$ cat src/rtl/ext_strobe_seq.sv
module ext_strobe_seq #(
  parameter logic [7:0] CTRL_ADDR = 8'h8E
) (
  input  logic       clk,
  input  logic       rst_n,
  input  logic [1:0] cyc_type,
  input  logic       ext_exec,
  input  logic       sfr_we,
  input  logic [7:0] sfr_addr,
  input  logic [7:0] sfr_wdata,
  output logic [7:0] sfr_rdata,
  output logic       ale,
  output logic       psen_n,
  output logic [2:0] state,
  output logic       phase
);
  localparam logic [1:0] CT_FETCH = 2'b00;
  localparam logic [1:0] CT_DATA  = 2'b01;
  localparam logic [1:0] CT_TABLE = 2'b10;
  localparam logic [2:0] ST_FIRST = 3'd1;
  localparam logic [2:0] ST_LAST  = 3'd6;

  logic [2:0] st;
  logic       ph;
  logic [1:0] cur_type;
  logic       cur_ext;
  logic       ale_dis;
  logic       cyc_end;

  assign cyc_end = (st == ST_LAST) && ph;

  always_ff @(posedge clk) begin
    if (!rst_n) begin
      st       <= ST_FIRST;
      ph       <= 1'b0;
      cur_type <= CT_FETCH;
      cur_ext  <= ext_exec;
      ale_dis  <= 1'b0;
    end else begin
      ph <= ~ph;
      if (ph) st <= (st == ST_LAST) ? ST_FIRST : st + 3'd1;
      if (cyc_end) begin
        cur_type <= (cyc_type == CT_DATA || cyc_type == CT_TABLE) ? cyc_type : CT_FETCH;
        cur_ext  <= ext_exec;
      end
      if (sfr_we && sfr_addr == CTRL_ADDR)
        ale_dis <= (sfr_wdata & 8'h01) != 8'h00;
    end
  end

  logic pulse_slot, ale_hold, psen_slot;

  assign pulse_slot = (st == 3'd1) || (st == 3'd4 && cur_type != CT_DATA);
  assign ale_hold   = ale_dis && !cur_ext && cur_type == CT_FETCH;
  assign psen_slot  = (st == 3'd2 && ph) || st == 3'd3 || (st == 3'd5 && ph) || st == 3'd6;

  assign ale       = rst_n && (ale_hold || pulse_slot);
  assign psen_n    = !(rst_n && cur_ext && cur_type != CT_DATA && psen_slot);
  assign state     = st;
  assign phase     = ph;
  assign sfr_rdata = (sfr_addr == CTRL_ADDR) ? {7'h7F, ale_dis} : 8'h00;
endmodule


$ cat config.mk
export PLATFORM = sky130hd
export DESIGN_NAME = ext_strobe_seq
export DESIGN_NICKNAME = d
export VERILOG_FILES = /design/src/rtl/ext_strobe_seq.sv
export SDC_FILE = /design/constraint.sdc
export NUM_CORES = 1
export LEC_CHECK = 0
export BUFFER_PORTS_ARGS = -buffer_cell sky130_fd_sc_hd__buf_2
export CAP_MARGIN = 20
export CORE_AREA = 3 3 40 42
export CTS_BUF_LIST = sky130_fd_sc_hd__clkbuf_16
export DETAILED_ROUTE_END_ITERATION = 6
export DIE_AREA = 0 0 43 45
export MAX_ROUTING_LAYER = met4
export PLACE_DENSITY = 0.85
export SLEW_MARGIN = 20
export SYNTH_ARGS = -nofsm -noshare
export SYNTH_HDL_FRONTEND = slang
export SYNTH_SLANG_ARGS = --single-unit
$ cat constraint.sdc
create_clock -name clk -period 1.88 [get_ports clk]
set_clock_uncertainty 0.2 [all_clocks]
set_input_delay 0.376 -clock clk [delete_from_list [all_inputs] [get_ports clk]]
set_output_delay 0.376 -clock clk [all_outputs]
set_load 0.1 [all_outputs]
==> results of run 1 <==
worst max-delay path, stage by stage (launching register included):
cell     delay (ps)
dfxtp_4         350
and2_4          160
ha_4            150
a31oi_2         130
nand2_1          80
nand4_1         140
buf_12          190
layout make-up:
cell class / count / area [um^2]
Multi-Input combinational cell: 38 / 292
Clock buffer: 3 / 75.1
Clock inverter: 1 / 3.75
Inverter: 1 / 3.75
Sequential cell: 8 / 185
Fill cell: 81 / 353
Timing Repair Buffer: 34 / 354
Tap cell: 15 / 18.8
power groups by stage:
stage / logic (uW) / registers [uW] / clock network [uW]
final: 203 / 200 / 364
after global routing: 212 / 201 / 383
after CTS: 195 / 199 / 364
after detailed placement: 185 / 203 / 0
after global placement: 179 / 201 / 0
after floorplan: 80.4 / 254 / 0
flip-flops by register name (all words and copies together), names as in the netlist:
| register | flops |
|---|---|
| phase | 1 |
| cur_ext | 1 |
| cur_type | 2 |
| state | 3 |
| ale_dis | 1 |
what timing repair did:
item | CTS | global route
gates resized for setup | 1 | 1
buffers inserted | 3 | 2
endpoints found under the setup margin | 10 | 10
pin swaps | 2 | 0
per-layer routing:
layer | track usage [%] | vias up | part of all wire [%]
li1 | - | 250 | -
met1 | 17.6 | 243 | 39
met2 | 31.4 | 8 | 58
met3 | 3.59 | 2 | 1.8
met4 | 10.8 | 0 | 1.5
met5 | - | - | 0
cell usage in the layout (no fill, tap or decap), types with 2 or more instances in the layout:
cell type	n
buf_2	17
buf_12	11
nand2_1	7
buf_4	5
dfxtp_4	4
a21oi_1	3
o21ai_0	3
dfxtp_1	3
clkbuf_16	3
nand2b_1	2
inv_1	2
nor2b_1	2
or3b_1	2
a21boi_1	2
Yosys cell counts:
master	count	share of area (%)
dfxtp_1	7	29
nand2_1	7	5.4
buf_4	6	9.2
a21oi_1	3	3.1
o21ai_0	3	3.1
a21boi_1	2	3.1
nand2b_1	2	2.6
nor2b_1	2	2.6
or3b_1	2	3.6
a21o_2	1	1.8
a22oi_1	1	1.5
a31oi_1	1	1.3
a41o_1	1	2.1
and2_1	1	1.3
and2_2	1	1.5
and2b_2	1	1.8
buf_2	1	1.0
clkbuf_1	1	0.77
edfxtp_1	1	6.2
ha_1	1	2.6
inv_1	1	0.77
nand3_2	1	2.1
nand3b_1	1	1.5
nand4_1	1	1.3
nand4b_1	1	1.8
nor2b_2	1	1.8
nor4_2	1	2.6
nor4b_1	1	1.8
o21a_1	1	1.5
xnor2_1	1	1.8
logic make-up after synthesis:
| group | after synthesis | synth area share, % |
|---|---|---|
| adders and majority gates | 1 | 2.56 |
| AOI/OAI and AO/OA | 13 | 17.4 |
| buffers and inverters | 9 | 11.8 |
| DFF | 8 | 34.9 |
| xor gates and xnor gates | 1 | 1.80 |
| and+or+nand+nor | 23 | 31.5 |
worst max path at each step:
stage,startpoint,to,cells past startpoint
global placement,sfr_addr[0],sfr_rdata[0],5
finish,state[1],psen_n,6
detailed placement,sfr_addr[0],sfr_rdata[0],5
CTS,state[1],psen_n,6
global route,state[1],psen_n,6
floorplan,sfr_addr[0],sfr_rdata[0],3
metrics by stage:
step	total power, uW	hold slack (ps)	worst slack [ps]	util (%)
6_report	766	121	-134	72.5
5_1_grt	796	128	-199	72.5
4_1_cts	757	119	-121	70.9
3_5_place_dp	388	263	-150	62.5
3_3_place_gp	380	250	-136	62.5
2_1_floorplan	334	239	-1270	-
==> impl_metrics.csv, run 1 <==
group,metric,value,unit
cells_and_area,drive_above_1_share,60.0,%
floorplan,die-area,1940,um^2
place,dpl_cell_area,803,um^2
cells_and_area,synthToLayoutAreaGrowth,91.0,%
worst_setup_path,critPathKind,"reg2out",
worst_setup_path,r2r_end,"cur_type[1]",
global_route,grt_max_degree,12,
place,placed_cells,91,
sta,finalHoldViolations,0,
worst_setup_path,reg2reg_depth,4,
clocking,cts_hold_buffers,0,
floorplan,initial_core_util,38.0,%
yosys,synth_area_per_cell,8.87,um^2
cells_and_area,final_cell_count_no_fill,100,
pwr,p_leak,0.000401,uW
clocking,cts_root_buf,"clkbuf_16",
floorplan,rows,13,
pwr,sequentialPowerShare,26.1,%
clocking,clock_latency,230,ps
sta,worst_pin_slew,488,ps
clocking,cts_sinks,8,
clocking,cts_tree,"done",
clocking,clk_pin_slew,40,ps
global_route,grt_use_total,17.6,%
sta,fin_setup_tns,-828,ps
detailed_routing,vias,503,
pwr,p_switching,233,uW
worst_setup_path,crit_fanout,5,
global_route,grt_pass1_vias,535,
worst_setup_path,worstPathArrival,1440,ps
sta,period_share,107,%
pwr,pwr_density_cell,822,nW/um^2
floorplan,ios,36,
worst_setup_path,end_kind,"output pin",
worst_setup_path,cp-start-kind,"register",
floorplan,core_area,1280,um^2
yosys,synth_area,488,um^2
clocking,numCtsBuffers,3,
detailed_routing,drc,0,
place,dp_hpwl,1050,um
sta,setup_viol,10,
pwr,p_int,534,uW
hold_path,holdPathStages,1,
worst_setup_path,required,1300,ps
detailed_routing,wl_per_cell,14.8,um
sta,slew_headroom,67.7,%
worst_setup_path,r2r_setup_slack,370,ps
detailed_routing,wirelength,1480,um
floorplan,die_h,45,um
hold_path,hold_class,"in2reg",
sta,maxSlewViolCount,0,
run_status,status,"finished, violations left",
clocking,cts_buffer_depth,2,
detailed_routing,via_per_inst,5.03,
floorplan,die_w,43,um
pwr,combPwrFrac,26.4,%
yosys,syn_nets,78,
yosys,ys_ff_latch,8,
cells_and_area,fin_nets,109,
run,maxCapViolCount,0,
global_route,grt_pass1_wl,2360,um
hold_path,min_from,"ext_exec",
pwr,ir_drop,0.000576,V
clocking,h-tree-depth,1,
yosys,ys_warn_count,0,
yosys,yosysSeqAreaShare,34.9,%
detailed_routing,dr.pass1.iters,4,
run_status,failed_checks,"setup timing",
cells_and_area,final_area,932,um^2
global_route,overflow,0,
global_route,antenna_found_initial,0,
pwr,clkPwrFrac,47.5,%
sta,layout_setup_ws,-134,ps
yosys,synthDistinctLibCells,30,
hold_path,holdPathEnd,"cur_ext",
yosys,synthCells,55,
detailed_routing,ant_nets,0,
place,portBuffers,28,
sta,fmax,496,MHz
place,gp_congestion,0.706,
cells_and_area,diodes,0,
sta,rsz0062_at_grt,"yes",
worst_setup_path,r2r-start,"state[1]",
pwr,switching_share,30.3,%
detailed_routing,drt_first_iter_violations,8,
sta,period_minus_slack,2010,ps
Power figures use the tool's default switching activity.
==> run 2: changes to the inputs <==
- CORE_AREA: 3 3 40 42 -> 2 2 39 41
- DIE_AREA: 0 0 43 45 -> 0 0 41 43
- GPL_ROUTABILITY_DRIVEN: not set -> 0
- RECOVER_POWER: not set -> 25
==> run 2 against run 1 <==
The run still ends with setup timing left. Utilization decreased by 3.4 points. Via count down 3.6%. Final area is 2.7% higher. Total power down 1.8%. Cell count is 1.0% higher. Wire length decreased by 16%. Flip-flop and latch count did not move. Hold slack is essentially flat. Combinational power fell by 4%. Critical path type unchanged.
==> impl_metrics.csv, run 2 (synthesis gave the netlist of run 1 again) <==
group,metric,value,unit
run_status,status,"finished, violations left",
run_status,failed_checks,"setup timing",
global_route,grt_pass1_vias,441,
cells_and_area,drive_above_1_share,65.9,%
place,dpl_cell_area,805,um^2
clocking,clock_latency,230,ps
cells_and_area,final_area,957,um^2
hold_path,hold_class,"in2reg",
cells_and_area,synthToLayoutAreaGrowth,96.2,%
clocking,cts_sinks,8,
sta,period_share,105,%
sta,rsz0062_at_grt,"yes",
detailed_routing,ant_nets,0,
detailed_routing,wirelength,1250,um
run,maxCapViolCount,0,
global_route,antenna_found_initial,0,
clocking,clk_pin_slew,40,ps
worst_setup_path,worstPathArrival,1390,ps
sta,layout_setup_ws,-85.8,ps
sta,worst_pin_slew,486,ps
worst_setup_path,r2r_setup_slack,390,ps
global_route,grt_util_met3,3.14,%
detailed_routing,drt_first_iter_violations,6,
worst_setup_path,required,1300,ps
sta,timing.hold.ws,121,ps
floorplan,rows,14,
detailed_routing,drc,0,
clocking,cts_hold_buffers,0,
worst_setup_path,critPathKind,"reg2out",
detailed_routing,via_per_inst,4.80,
cells_and_area,largest_register_ffs,3,
floorplan,ios,36,
worst_setup_path,reg2reg_depth,4,
global_route,grt-busiest-layer,"met2",
floorplan,die_w,41,um
place,dp_hpwl,873,um
detailed_routing,dr.pass1.iters,4,
clocking,cts_root_buf,"clkbuf_16",
sta,maxSlewViolCount,0,
worst_setup_path,end_kind,"output pin",
cells_and_area,layout_common_cells,"buf_2 (17), buf_12 (11), nand2_1 (7)",
detailed_routing,wl_per_cell,12.4,um
worst_setup_path,cp-start-kind,"register",
pwr,ir_drop,0.000624,V
global_route,grt_pass1_wl,1850,um
global_route,use_met2,25.3,%
pwr,p_leak,0.000405,uW
hold_path,holdPathStages,1,
floorplan,die-area,1760,um^2
global_route,grt_max_degree,12,
pwr,pwr_density_cell,786,nW/um^2
floorplan,die_h,43,um
floorplan,core_area,1380,um^2
sta,period_minus_slack,1970,ps
sta,fmax,509,MHz
detailed_routing,vias,485,
cells_and_area,fin_nets,109,
floorplan,initial_core_util,35.3,%
global_route,overflow,0,
place,portBuffers,28,
cells_and_area,diodes,0,
sta,setup_viol,9,
worst_setup_path,crit_fanout,4,
global_route,grt_use_total,16.5,%
sta,finalHoldViolations,0,
clocking,h-tree-depth,1,
clocking,numCtsBuffers,3,
clocking,cts_tree,"done",
clocking,cts_buffer_depth,2,
cells_and_area,layout.cells.most_common,"buf_2",
sta,slew_headroom,67.8,%
global_route,grt_use_met1,17.7,%
run 2: cell counts in the layout (fill, tap and decap cells not counted):
Identical to the previous run, type by type.
run 2: layout make-up:
type | count | area (um^2)
clock buffer | 3 | 75.1
timing repair buffer | 34 | 354
inverter | 1 | 3.75
multi-input combinational | 38 | 313
sequential | 8 | 188
clock inverter | 1 | 3.75
fill | 92 | 427
tap | 16 | 20.0
run 2: timing repair:
item | 4_1_cts | 5_1_grt
gates cloned | 0 | 0
resized for setup | 5 | 4
buffers inserted | 3 | 2
pin swaps | 2 | 2
hold endpoints to repair | 0 | 0
endpoints found under the setup margin | 10 | 10
run 2: power breakdown:
part           switching [uW]  leakage, uW  internal (uW)
combinational             127     0.000292           67.9
clock                    80.9    0.0000423            277
sequential               16.0    0.0000701            184
total                     224     0.000405            528
run 2: metrics by stage:
stage	total power (uW)	setup slack [ps]	cells	TNS [ps]	utilization (%)
4_1_cts	757	-102	99	-884	67.1
6_report	753	-85.8	101	-746	69.2
3_5_place_dp	385	-171	92	-1260	58.1
5_1_grt	784	-161	101	-1160	69.2
3_3_place_gp	379	-151	92	-1080	58.1
2_1_floorplan	334	-1270	55	-9550	-
run 2: path summary, 6_finish.rpt:
path / from / to
min: ext_exec / cur_ext
min reg2reg: phase / phase
max reg2reg: state[1] / cur_type[1]
max: state[1] / psen_n
run 2: per-layer routing:
metal / wire, um / part of all wire (%) / up-vias
met5: 0 / 0 / -
met4: 14 / 1.1 / 0
met3: 101 / 8.1 / 2
met2: 676 / 54 / 23
met1: 455 / 36 / 208
li1: - / - / 252
run 2: worst max-delay path: stages, from the launching register on:
cell	delay, ps
dfxtp_4	350
and2_4	160
ha_4	140
a31oi_1	130
nand2_1	70
nand4_1	120
buf_12	190
